===== src/rtl/ptmr_pkg.sv =====
package ptmr_pkg;
  typedef enum logic {
    SRC_CYCLE = 1'b0,
    SRC_PIN   = 1'b1
  } ptmr_src_e;

  typedef enum logic {
    OWNER_TIMER = 1'b0,
    OWNER_WDOG  = 1'b1
  } ptmr_owner_e;
endpackage


===== src/rtl/ptmr_edge.sv =====
module ptmr_edge #(
  parameter int SYNC_STAGES = 2
) (
  input  logic clk,
  input  logic rst_n,
  input  logic pin,
  input  logic fall_sel,
  output logic edge_ev
);
  localparam int TOP = SYNC_STAGES - 1;

  logic [TOP:0] sync_q, sync_d;
  logic         prev_q, prev_d;

  generate
    if (SYNC_STAGES == 1) begin : g_one
      always_comb sync_d = pin;
    end else begin : g_chain
      always_comb sync_d = {sync_q[TOP-1:0], pin};
    end
  endgenerate

  always_comb prev_d = sync_q[TOP];

  always_ff @(posedge clk or negedge rst_n) begin
    if (!rst_n) begin
      sync_q <= '0;
      prev_q <= 1'b0;
    end else begin
      sync_q <= sync_d;
      prev_q <= prev_d;
    end
  end

  always_comb begin
    if (fall_sel) edge_ev = prev_q & ~sync_q[TOP];
    else          edge_ev = sync_q[TOP] & ~prev_q;
  end

  AST_EDGE_ONE_CYCLE: assert property (@(posedge clk) disable iff (!rst_n)
    edge_ev && $stable(fall_sel) |=> !edge_ev) else $error("edge pulse too long");
endmodule


===== src/rtl/ptmr_prescaler.sv =====
module ptmr_prescaler #(
  parameter int RATE_W = 3
) (
  input  logic              clk,
  input  logic              rst_n,
  input  logic              tmr_ev,
  input  logic              wdt_en,
  input  logic              psa_wdt,
  input  logic [RATE_W-1:0] rate,
  input  logic              clr,
  output logic              tmr_tick,
  output logic              wdt_tick
);
  import ptmr_pkg::*;
  localparam int PRE_W = 2 ** RATE_W;

  logic [PRE_W-1:0] pre_q, pre_d;
  logic [PRE_W:0]   one_hot;
  logic [PRE_W-1:0] mask_wdt, mask_tmr, mask;
  logic             owner_ev, at_top;
  ptmr_owner_e      owner;

  always_comb begin
    owner    = ptmr_owner_e'(psa_wdt);
    one_hot  = (PRE_W+1)'(1) << rate;
    mask_wdt = PRE_W'(one_hot - (PRE_W+1)'(1));
    mask_tmr = PRE_W'((one_hot << 1) - (PRE_W+1)'(1));
    mask     = (owner == OWNER_WDOG) ? mask_wdt : mask_tmr;
    owner_ev = (owner == OWNER_WDOG) ? wdt_en : tmr_ev;
    at_top   = (pre_q & mask) == mask;
  end

  always_comb begin
    pre_d = pre_q;
    if (clr)           pre_d = '0;
    else if (owner_ev) pre_d = pre_q + PRE_W'(1);
  end

  always_ff @(posedge clk or negedge rst_n) begin
    if (!rst_n) pre_q <= '0;
    else        pre_q <= pre_d;
  end

  always_comb begin
    if (owner == OWNER_WDOG) begin
      tmr_tick = tmr_ev;
      wdt_tick = wdt_en & at_top;
    end else begin
      tmr_tick = tmr_ev & at_top;
      wdt_tick = wdt_en;
    end
  end

  AST_WDT_IDLE: assert property (@(posedge clk) disable iff (!rst_n)
    !wdt_en |-> !wdt_tick) else $error("watchdog tick without strobe");
  AST_PRE_CLEARED: assert property (@(posedge clk) disable iff (!rst_n)
    clr |=> pre_q == '0) else $error("prescaler not cleared");
  AST_TICK_NEEDS_EVENT: assert property (@(posedge clk) disable iff (!rst_n)
    tmr_tick |-> tmr_ev) else $error("timer tick without event");
endmodule


===== src/rtl/ptmr_counter.sv =====
module ptmr_counter #(
  parameter int CNT_W = 8,
  parameter int GAP   = 2
) (
  input  logic             clk,
  input  logic             rst_n,
  input  logic             cyc_en,
  input  logic             tick,
  input  logic             cnt_wr,
  input  logic [CNT_W-1:0] wdata,
  input  logic             flag_clr,
  output logic [CNT_W-1:0] count,
  output logic             ovf,
  output logic             hold
);
  localparam int GW = $clog2(GAP + 1);

  logic [CNT_W-1:0] count_q, count_d;
  logic             ovf_q, ovf_d;
  logic [GW-1:0]    gap_q, gap_d;
  logic             wrap;

  always_comb begin
    wrap    = tick & ~cnt_wr & (count_q == '1);
    count_d = count_q;
    if (cnt_wr)    count_d = wdata;
    else if (tick) count_d = count_q + CNT_W'(1);

    ovf_d = ovf_q;
    if (wrap)          ovf_d = 1'b1;
    else if (flag_clr) ovf_d = 1'b0;

    gap_d = gap_q;
    if (cnt_wr)                        gap_d = GW'(GAP);
    else if (cyc_en && gap_q != '0)    gap_d = gap_q - GW'(1);
  end

  always_ff @(posedge clk or negedge rst_n) begin
    if (!rst_n) begin
      count_q <= '0;
      ovf_q   <= 1'b0;
      gap_q   <= '0;
    end else begin
      count_q <= count_d;
      ovf_q   <= ovf_d;
      gap_q   <= gap_d;
    end
  end

  always_comb begin
    count = count_q;
    ovf   = ovf_q;
    hold  = gap_q != '0;
  end

  AST_WRITE_LOADS: assert property (@(posedge clk) disable iff (!rst_n)
    cnt_wr |=> count_q == $past(wdata)) else $error("write not loaded");
  AST_FLAG_STICKY: assert property (@(posedge clk) disable iff (!rst_n)
    ovf_q && !flag_clr |=> ovf_q) else $error("flag dropped");
  AST_OVF_WRAP: assert property (@(posedge clk) disable iff (!rst_n)
    tick && !cnt_wr && count_q == '1 |=> ovf_q && count_q == '0) else $error("rollover lost");
  AST_WRITE_GAP: assert property (@(posedge clk) disable iff (!rst_n)
    cnt_wr |=> !tick) else $error("tick right after write");
endmodule


===== src/rtl/prescaled_timer.sv =====
module prescaled_timer #(
  parameter int CNT_W       = 8,
  parameter int RATE_W      = 3,
  parameter int SYNC_STAGES = 2,
  parameter int WR_GAP      = 2
) (
  input  logic              clk,
  input  logic              rst_n,
  input  logic              cyc_en,
  input  logic              wdt_en,
  input  logic              ext_pin,
  input  logic              src_ext,
  input  logic              edge_fall,
  input  logic              psa_wdt,
  input  logic [RATE_W-1:0] rate,
  input  logic              cnt_wr,
  input  logic [CNT_W-1:0]  cnt_wdata,
  input  logic              flag_clr,
  output logic [CNT_W-1:0]  count,
  output logic              ovf_flag,
  output logic              wdt_tick
);
  import ptmr_pkg::*;

  logic [1:0] rst_pipe_q;
  logic       rst_core_n;
  logic       pin_ev, raw_ev, tmr_ev, hold, tick, pre_clr;

  always_ff @(posedge clk or negedge rst_n) begin
    if (!rst_n) rst_pipe_q <= 2'b00;
    else        rst_pipe_q <= {rst_pipe_q[0], 1'b1};
  end
  always_comb rst_core_n = rst_pipe_q[1];

  ptmr_edge #(.SYNC_STAGES(SYNC_STAGES)) u_edge (
    .clk(clk), .rst_n(rst_core_n), .pin(ext_pin), .fall_sel(edge_fall), .edge_ev(pin_ev)
  );

  always_comb begin
    raw_ev  = (ptmr_src_e'(src_ext) == SRC_PIN) ? pin_ev : cyc_en;
    tmr_ev  = raw_ev & ~hold;
    pre_clr = cnt_wr & (ptmr_owner_e'(psa_wdt) == OWNER_TIMER);
  end

  ptmr_prescaler #(.RATE_W(RATE_W)) u_pre (
    .clk(clk), .rst_n(rst_core_n), .tmr_ev(tmr_ev), .wdt_en(wdt_en),
    .psa_wdt(psa_wdt), .rate(rate), .clr(pre_clr),
    .tmr_tick(tick), .wdt_tick(wdt_tick)
  );

  ptmr_counter #(.CNT_W(CNT_W), .GAP(WR_GAP)) u_cnt (
    .clk(clk), .rst_n(rst_core_n), .cyc_en(cyc_en), .tick(tick),
    .cnt_wr(cnt_wr), .wdata(cnt_wdata), .flag_clr(flag_clr),
    .count(count), .ovf(ovf_flag), .hold(hold)
  );
endmodule


===== config.mk =====
export PLATFORM = sky130hd
export DESIGN_NAME = prescaled_timer
export DESIGN_NICKNAME = d
export VERILOG_FILES = /design/src/rtl/ptmr_pkg.sv /design/src/rtl/ptmr_edge.sv /design/src/rtl/ptmr_prescaler.sv /design/src/rtl/ptmr_counter.sv /design/src/rtl/prescaled_timer.sv
export SDC_FILE = /design/constraint.sdc
export NUM_CORES = 1
export LEC_CHECK = 0
export BUFFER_PORTS_ARGS = -buffer_cell sky130_fd_sc_hd__buf_2
export CAP_MARGIN = 10
export CORE_UTILIZATION = 40
export CTS_CLUSTER_DIAMETER = 200
export CTS_CLUSTER_SIZE = 28
export DETAILED_ROUTE_END_ITERATION = 10
export PLACE_DENSITY = 0.74
export SYNTH_ARGS = -nofsm -noshare
export SYNTH_HDL_FRONTEND = slang
export SYNTH_SLANG_ARGS = --single-unit

===== constraint.sdc =====
create_clock -name clk -period 1.65 [get_ports clk]
set_clock_uncertainty 0.15 [all_clocks]
set_input_delay 0.2475 -clock clk [delete_from_list [all_inputs] [get_ports clk]]
set_output_delay 0.2475 -clock clk [all_outputs]
set_load 0.03 [all_outputs]

==> results.json, run 1 <==
{
  "worst_ep_required_time_ps": 1250,
  "max_cap_viol_count": 0,
  "setup_tns_ps": -5370,
  "maxSlewViolCount": 0,
  "wirelength_um": 4630,
  "die_h_um": 61.1,
  "critical-path-max-stage-delay_ps": 400,
  "synth_area_um2": 1400,
  "tritoncts": "done",
  "ys_ff_latch": 24,
  "placed_cells_incl_taps": 254,
  "violations": "setup timing",
  "largest_net_degree_at_the_start_of_global_routing": 16,
  "cts_buffers": 3,
  "power_switching_uw": 640,
  "ys_seq_area_share_pct": 43.0,
  "worstSetupPathType": "reg -> out",
  "synthesis_to_layout_area_growth_pct": 60.0,
  "synth-main-ff-cell": "dfrtp_1",
  "timing.critical_path.cells": "nand2b_4 -> a21oi_4 -> o41ai_2 -> nand2_1 -> a21boi_2 -> buf_6",
  "grt_pass1_vias": 1595,
  "timing.final.setup_violations": 18,
  "vias": 1600,
  "cp_slowest_cell": "dfrtp_1",
  "hold_depth": 3,
  "cts-root-buf": "clkbuf_4",
  "start_util_pct": 41.9,
  "ant_nets": 0,
  "most-common-layout-cells": "45 x buf_4, 29 x buf_2, 24 x dfrtp_1",
  "number_of_drc_markers_in_iteration_0": 98,
  "worst_setup_path_start_kind": "register",
  "area_of_all_placed_cells_without_fillers_um2": 2240,
  "fp.coreArea_um2": 3340,
  "final_core_utilization_pct": 67.0,
  "grt_setup_unrepaired": "yes",
  "power_density_nw_per_um2": 804,
  "die_x_um": 61.1,
  "ctsLongestPathBuffers": 2,
  "place_ws_ps": -418,
  "met2RoutedLength_um": 2490,
  "seqPwrFrac_pct": 39.8,
  "half_perimeter_wire_length_after_detailed_placement_um": 2700,
  "syn_area_cell_um2": 9.32,
  "run_status": "finished, violations left",
  "mostFrequentLayoutCell": "buf_4",
  "finalCriticalPeriod_ps": 2080,
  "worst_setup_path_end_kind": "output pin",
  "design.portCount": 31,
  "leakage_nw": 1.01,
  "numPortBuffers": 30,
  "cellInternalPower_mw": 1.16,
  "drt-met1-wl_um": 1800,
  "drc": 0,
  "fp-row-count": 21,
  "dr.max_layer_used": "met4",
  "worstRegToRegCells": 6,
  "post-route-worst-setup-slack_ps": -432,
  "maxClockFrequency_mhz": 480,
  "finalHoldViolations": 0,
  "gp_congestion": 0.810,
  "grt_first_pass_wirelength_um": 7170,
  "number_of_distinct_library_cells_after_synthesis": 49,
  "number_of_antenna_violations_at_the_first_check_in_global_routing": 0,
  "diodes_inserted": 0,
  "synthesis.instances": 150,
  "syn_warnings": 0,
  "pwr-share-comb_pct": 42.4,
  "sw_frac_of_total_pct": 35.6,
  "crit_arrival_ps": 1680,
  "synth-edff-count": 0,
  "numClockSinks": 24,
  "drive_gt1_share_pct": 47.0,
  "drt_pass1_iterations": 4,
  "path_clk_slew_ps": 140,
  "vdd.ir_drop.worst_uv": 605,
  "async_reset_ff_share_pct": 100,
  "placement.cell_area_um2": 1870,
  "min_period_over_period_pct": 126,
  "wire_per_inst_um": 16.5,
  "crit_fanout": 3,
  "net_count_of_the_finished_layout": 259,
  "wl_met3_um": 207,
  "mappedNetlistNets": 174,
  "ctsHtreeMaxLevel": 1,
  "grt_remaining_overflow": 0,
  "track_usage_pct": 26.5,
  "post_layout_nonfiller_instances": 280,
  "avgViaCountPerCell": 5.71,
  "die_area_um2": 3730,
  "clock_power_share_pct": 17.8,
  "insertion_delay_ps": 330,
  "worstHoldPathType": "in -> reg"
}
[sequential cells by signal (all words and copies together) (netlist names)]
| name | cells |
|---|---|
| u_cnt.gap_q | 2 |
| u_pre.pre_q | 8 |
| u_edge.sync_q | 2 |
| rst_pipe_q | 2 |
| u_cnt.count | 8 |
| u_cnt.ovf | 1 |
| u_edge.prev_q | 1 |
[cell type report]
| cell class | count | area (um2) |
|---|---|---|
| Clock buffer | 4 | 36.3 |
| Fill cell | 265 | 1100 |
| Inverter | 7 | 26.3 |
| Multi-Input combinational cell | 118 | 950 |
| Sequential cell | 24 | 601 |
| Tap cell | 46 | 57.6 |
| Timing Repair Buffer | 81 | 566 |
[synthesized netlist by cell type (all sizes together), types with 3 or more instances]
library cell	count	area, um2
o21ai	3	15.0
dfrtp	24	601
nand2	13	48.8
and3	4	25.0
nand3	5	25.0
o41ai	3	26.3
nor2	13	48.8
o211ai	4	30.0
o31ai	8	60.1
a21oi	7	38.8
or4	6	45.0
inv	6	22.5
ha	3	37.5
nand2b	6	37.5
a31oi	6	37.5
[critical path, delay by kind of cell (launching register included)]
family	cells	cell delay, ps
flip-flops	1	400
buffers and inverters	1	150
AO/OA/AOI/OAI	3	530
AND/OR/NAND/NOR	2	270
[power groups by stage]
stage	combinational, mW	sequential (mW)	clock, mW
floorplan	0.238	0.774	0
global placement	0.475	0.726	0
detailed placement	0.491	0.730	0
CTS	0.636	0.710	0.332
global route	0.826	0.724	0.360
finish	0.762	0.716	0.320
[logic make-up after synthesis]
| group | synth area share [%] |
|---|---|
| simple gates | 26.0 |
| compound gates | 21.9 |
| flops | 43.0 |
| buf+inv | 3.58 |
| fa+ha+maj | 2.69 |
| xor+xnor | 1.88 |
| other cells | 0.268 |
| mux | 0.716 |
[worst paths after layout]
check | startpoint | slack (ps) | endpoint
max in group asynchronous | rst_pipe_q[1] | 1140 | u_cnt.count[1]
hold reg to reg | rst_pipe_q[1] | 50 | u_pre.pre_q[5]
setup reg to reg | u_pre.pre_q[3] | -420 | u_cnt.count[6]
hold / removal | cnt_wdata[7] | 20 | u_cnt.count[7]
min in group asynchronous | rst_pipe_q[1] | 50 | u_pre.pre_q[5]
setup / recovery | u_pre.pre_q[6] | -430 | wdt_tick
[routing by layer]
layer,vias up,track usage [%]
met3,17,6.93
met5,-,4.29
li1,747,-
met2,60,46.9
met4,0,14.3
met1,776,28.6
[per-stage QoR]
step	hold WS [ps]	power (mW)
global route	8.79	1.91
global placement	-116	1.20
finish	17.2	1.80
floorplan	-198	1.01
detailed placement	-116	1.22
CTS	7.27	1.68
[timing repair]
item | CTS | global route
pin swaps | 6 | 9
endpoints found under the setup margin | 18 | 18
endpoints found under the hold margin | 4 | 1
resized for setup | 16 | 8
buffers inserted | 10 | 5
hold buffers | 3 | 1
gates cloned | 3 | 0
No activity file was read; power rests on OpenSTA's default activity.
==> run 2: changes to the inputs <==
--- a/config.mk
+++ b/config.mk
@@ -11,7 +11,9 @@
 export CTS_CLUSTER_DIAMETER = 200
 export CTS_CLUSTER_SIZE = 28
 export DETAILED_ROUTE_END_ITERATION = 10
+export MAX_ROUTING_LAYER = met4
 export PLACE_DENSITY = 0.74
 export SYNTH_ARGS = -nofsm -noshare
 export SYNTH_HDL_FRONTEND = slang
 export SYNTH_SLANG_ARGS = --single-unit
+export TNS_END_PERCENT = 5
==> results.json, run 2 (synthesis gave the netlist of run 1 again) <==
{
  "half_perimeter_wire_length_after_detailed_placement_um": 3100,
  "synthesis_to_layout_area_growth_pct": 50.7,
  "largest_net_degree_at_the_start_of_global_routing": 16,
  "drt_pass1_iterations": 4,
  "hold_depth": 2,
  "drc": 0,
  "track_usage_pct": 24.5,
  "grt_setup_unrepaired": "yes",
  "worst_setup_path_end_kind": "output pin",
  "worstHoldPathType": "in -> reg",
  "number_of_antenna_violations_at_the_first_check_in_global_routing": 0,
  "fp.coreArea_um2": 3340,
  "grt_remaining_overflow": 0,
  "maxClockFrequency_mhz": 454,
  "n_fill_cell": 301,
  "wire_per_inst_um": 15.0,
  "grt_pass1_vias": 1530,
  "numClockSinks": 24,
  "power_density_nw_per_um2": 779,
  "grt_first_pass_wirelength_um": 6610,
  "ctsLongestPathBuffers": 2,
  "hold_end": "u_cnt.count[0]",
  "vdd.ir_drop.worst_uv": 443,
  "avgViaCountPerCell": 5.36,
  "holdCritStartpoint": "cnt_wdata[0]",
  "drive_gt1_share_pct": 42.6,
  "die_h_um": 61.1,
  "crit_arrival_ps": 1810,
  "post_layout_nonfiller_instances": 276,
  "vias": 1478,
  "worst_ep_required_time_ps": 1250,
  "number_of_drc_markers_in_iteration_0": 62,
  "violations": "setup timing",
  "worst_r2r_endpoint": "u_cnt.count[3]",
  "die_area_um2": 3730,
  "cts-root-buf": "clkbuf_4",
  "setup_tns_ps": -5200,
  "mostFrequentLayoutCell": "buf_4",
  "design.portCount": 31,
  "wirelength_um": 4130,
  "finalHoldViolations": 0,
  "tritoncts": "done",
  "most-common-layout-cells": "44 x buf_4, 29 x buf_2, 23 x dfrtp_1",
  "fp-row-count": 21,
  "numPortBuffers": 30,
  "r2r_slack_ps": -470,
  "worstSetupPathType": "reg -> out",
  "timing.final.setup_violations": 18,
  "worst_r2r_startpoint": "u_pre.pre_q[3]",
  "insertion_delay_ps": 330,
  "worstRegToRegCells": 4,
  "ant_nets": 0,
  "diodes_inserted": 0,
  "cts_buffers": 3,
  "finalCriticalPeriod_ps": 2200,
  "min_period_over_period_pct": 134,
  "net_count_of_the_finished_layout": 255,
  "maxSlewViolCount": 0,
  "place_ws_ps": -437,
  "ctsHtreeMaxLevel": 1,
  "gp_congestion": 0.847,
  "start_util_pct": 41.9,
  "placed_cells_incl_taps": 265,
  "path_clk_slew_ps": 140,
  "crit_fanout": 2,
  "leakage_nw": 0.981,
  "max_cap_viol_count": 0,
  "run_status": "finished, violations left",
  "post-route-worst-setup-slack_ps": -554,
  "die_x_um": 61.1,
  "worst_setup_path_start_kind": "register"
}
==> run 2: cell count changes in the layout (fill, tap and decap cells not counted), sizes merged <==
cell	before	now
buf	77	76
o311a	2	1
o21ai	4	3
o31a	3	2
==> run 2: worst max-delay path by stage <==
| stage | cells past startpoint | endpoint | start |
|---|---|---|---|
| 6_report | 7 | wdt_tick | u_pre.pre_q[7] |
| 5_1_grt | 7 | wdt_tick | u_pre.pre_q[7] |
| 4_1_cts | 7 | wdt_tick | u_pre.pre_q[6] |
| 3_5_place_dp | 5 | u_pre.pre_q[5] | u_edge.sync_q[1] |
| 3_3_place_gp | 6 | u_cnt.count[3] | rate[0] |
| 2_1_floorplan | 6 | u_cnt.count[5] | u_pre.pre_q[3] |
==> run 2: power breakdown <==
part	internal (mW)	switching (mW)	leakage, nW	total [mW]
Clock	0.135	0.189	0.0210	0.325
Combinational	0.293	0.296	0.667	0.589
Sequential	0.654	0.0732	0.293	0.728
Total	1.08	0.558	0.981	1.64
==> run 2: critical path, cell delays in order (launching register included) <==
cell,delay (ps)
dfrtp_1,380
nand2b_4,130
a21oi_4,60
buf_6,120
o41ai_2,330
nand2_1,110
a21boi_2,190
buf_6,150
==> run 2: layer usage <==
layer | up-vias | share of wire (%) | GRT usage [%]
met5 | - | 0 | -
met4 | 0 | 1.3 | 8.12
met3 | 8 | 3.5 | 3.36
met2 | 34 | 53 | 44.7
met1 | 713 | 42 | 27.1
li1 | 723 | - | -
==> run 2: cell type report <==
| class | count | area (um2) | share of cell area [%] |
|---|---|---|---|
| multi-input combinational | 115 | 835 | 39.6 |
| sequential | 24 | 602 | 28.6 |
| tap | 46 | 57.6 | 2.73 |
| clock buffer | 4 | 36.3 | 1.72 |
| timing repair buffer | 80 | 549 | 26.1 |
| inverter | 7 | 26.3 | 1.25 |
==> run 2: metrics by stage <==
stage          power (mW)  instance area [um2]  hold WS, ps  util (%)
3_5_place_dp         1.28                 1930         -114      57.9
2_1_floorplan       0.998                 1430         -198         -
6_report             1.64                 2110         3.05      63.1
4_1_cts              1.63                 2070         7.05      62.1
3_3_place_gp         1.24                 1930         -118      57.9
5_1_grt              1.72                 2110         6.73      63.1
==> run 2: timing repair <==
item,CTS,global route
resized for setup,9,5
setup endpoints to repair,18,18
endpoints found under the hold margin,11,0
pin swaps,13,7
hold buffers,4,0
buffers inserted,2,1
==> run 3: changes to the inputs <==
--- a/config.mk
+++ b/config.mk
@@ -7,12 +7,13 @@
 export LEC_CHECK = 0
 export BUFFER_PORTS_ARGS = -buffer_cell sky130_fd_sc_hd__buf_2
 export CAP_MARGIN = 10
-export CORE_UTILIZATION = 40
+export CORE_UTILIZATION = 48
 export CTS_CLUSTER_DIAMETER = 200
 export CTS_CLUSTER_SIZE = 28
 export DETAILED_ROUTE_END_ITERATION = 10
 export MAX_ROUTING_LAYER = met4
-export PLACE_DENSITY = 0.74
+export PLACE_DENSITY = 0.85
+export SLEW_MARGIN = 20
 export SYNTH_ARGS = -nofsm -noshare
 export SYNTH_HDL_FRONTEND = slang
 export SYNTH_SLANG_ARGS = --single-unit
==> results.json, run 3 (synthesis gave the netlist of run 1 again) <==
{
  "finalHoldViolations": 0,
  "post_layout_nonfiller_instances": 258,
  "timing.critical_path.cells": "or3b_4 -> a21oi_2 -> buf_4 -> nor3_2 -> nand2_2 -> a21boi_2 -> buf_6",
  "path_clk_slew_ps": 140,
  "violations": "setup timing",
  "diodes_inserted": 0,
  "max_cap_viol_count": 0,
  "mostFrequentLayoutCell": "buf_4",
  "vdd.ir_drop.worst_uv": 775,
  "grt_setup_unrepaired": "yes",
  "design.portCount": 31,
  "cts-root-buf": "clkbuf_4",
  "crit_arrival_ps": 1770,
  "avgViaCountPerCell": 6.06,
  "min_period_over_period_pct": 131,
  "critical-path-max-stage-delay_ps": 440,
  "die_h_um": 56.0,
  "worstHoldPathType": "reg -> async",
  "timing.critical_path.max_delay_family": "simple AND/OR/NAND/NOR gates",
  "cp_slowest_cell": "dfrtp_1",
  "insertion_delay_ps": 340,
  "ctsLongestPathBuffers": 2,
  "most-common-layout-cells": "40 x buf_4, 29 x buf_2, 24 x dfrtp_1",
  "net_count_of_the_finished_layout": 252,
  "vias": 1563,
  "tritoncts": "done",
  "fp.coreArea_um2": 2760,
  "cts_buffers": 3,
  "worst_setup_path_end_kind": "output pin",
  "area_of_all_placed_cells_without_fillers_um2": 2110,
  "fp-row-count": 19,
  "drt_pass1_iterations": 4,
  "numClockSinks": 24,
  "maxSlewViolCount": 0,
  "number_of_drc_markers_in_iteration_0": 55,
  "ant_nets": 0,
  "gp_congestion": 0.869,
  "grt_first_pass_wirelength_um": 6650,
  "largest_net_degree_at_the_start_of_global_routing": 16,
  "leakage_nw": 0.979,
  "worst_setup_path_start_kind": "register",
  "power_density_nw_per_um2": 838,
  "worst_ep_required_time_ps": 1250,
  "number_of_antenna_violations_at_the_first_check_in_global_routing": 0,
  "die_x_um": 56.0,
  "post-route-worst-setup-slack_ps": -517,
  "worstRegToRegCells": 7,
  "ctsHtreeMaxLevel": 1,
  "start_util_pct": 50.7,
  "half_perimeter_wire_length_after_detailed_placement_um": 3040,
  "wire_per_inst_um": 16.1,
  "timing.final.setup_violations": 17,
  "placed_cells_incl_taps": 246,
  "finalCriticalPeriod_ps": 2170,
  "track_usage_pct": 28.0,
  "grt_pass1_vias": 1548,
  "numPortBuffers": 30,
  "crit_fanout": 3,
  "total_power_mw": 1.77,
  "die_area_um2": 3130,
  "run_status": "finished, violations left",
  "path_buf_inv": 2,
  "worstSetupPathDepth": 7,
  "drc": 0,
  "maxClockFrequency_mhz": 461,
  "synthesis_to_layout_area_growth_pct": 50.9,
  "drive_gt1_share_pct": 42.7,
  "placement.cell_area_um2": 1880,
  "grt_remaining_overflow": 0,
  "wirelength_um": 4150,
  "worstSetupPathType": "reg -> out"
}
## run 3: cell count changes in the layout (fill, tap and decap cells not counted), sizes merged
cell and delta:
buf -4, bufinv +1, dlygate4sd3 +1, clkbuf -1
## run 3: layout make-up
class                   count  area (um2)
clock buffers               3        22.5
clock inverters             1        30.0
fillers                   183         648
inverters                   7        26.3
multi-input cells         115         862
flip-flops and latches     24         601
well taps                  31        38.8
repair buffers             77         529
## run 3: what timing repair did
action | 4_1_cts | 5_1_grt
setup buffers | 2 | 1
endpoints found under the setup margin | 18 | 18
hold endpoints to repair | 6 | 0
pin swaps | 9 | 15
gates resized for setup | 9 | 11
hold buffers | 5 | 0
## run 3: through the flow
step           worst slack, ps  utilization [%]  hold WS [ps]  TNS [ps]
4_1_cts                   -488             73.9          1.76     -4470
3_3_place_gp              -352             68.2          -118     -4790
2_1_floorplan             -234                -          -198     -2010
5_1_grt                   -562             76.5          14.7     -5940
6_report                  -517             76.5          1.14     -4570
3_5_place_dp              -430             68.2          -116     -5900
## run 3: worst reg2reg max path: stages, from the launching register on
cell and delay [ps]:
dfrtp_1 440, or3b_4 380, a21oi_2 160, buf_4 130
o31a_1 280, buf_4 190, o31ai_1 90, a31oi_1 190
## run 3: worst paths after layout
path	startpoint	slack, ps	endpoint
max	u_pre.pre_q[3]	-520	wdt_tick
min	rst_pipe_q[1]	1	u_pre.pre_q[2]
max reg2reg	u_pre.pre_q[3]	-420	u_cnt.count[7]
min reg2reg	rst_pipe_q[1]	1	u_pre.pre_q[2]
max in group asynchronous	rst_pipe_q[1]	830	u_cnt.count[4]
min in group clk	flag_clr	0	u_cnt.ovf
## run 3: report_power, final
group / total, mW / internal (mW) / switching (mW)
clock network: 0.441 / 0.246 / 0.194
logic: 0.606 / 0.294 / 0.312
registers: 0.720 / 0.653 / 0.0670
## run 3: per-layer routing
metal / part of all wire, % / vias up / global-route usage, % / wire length (um)
met2: 52 / 65 / 49.3 / 2150
met3: 5.3 / 20 / 4.65 / 219
li1: - / 725 / - / -
met4: 3.7 / 0 / 13.9 / 155
met1: 39 / 753 / 30.5 / 1620
met5: 0 / - / - / 0
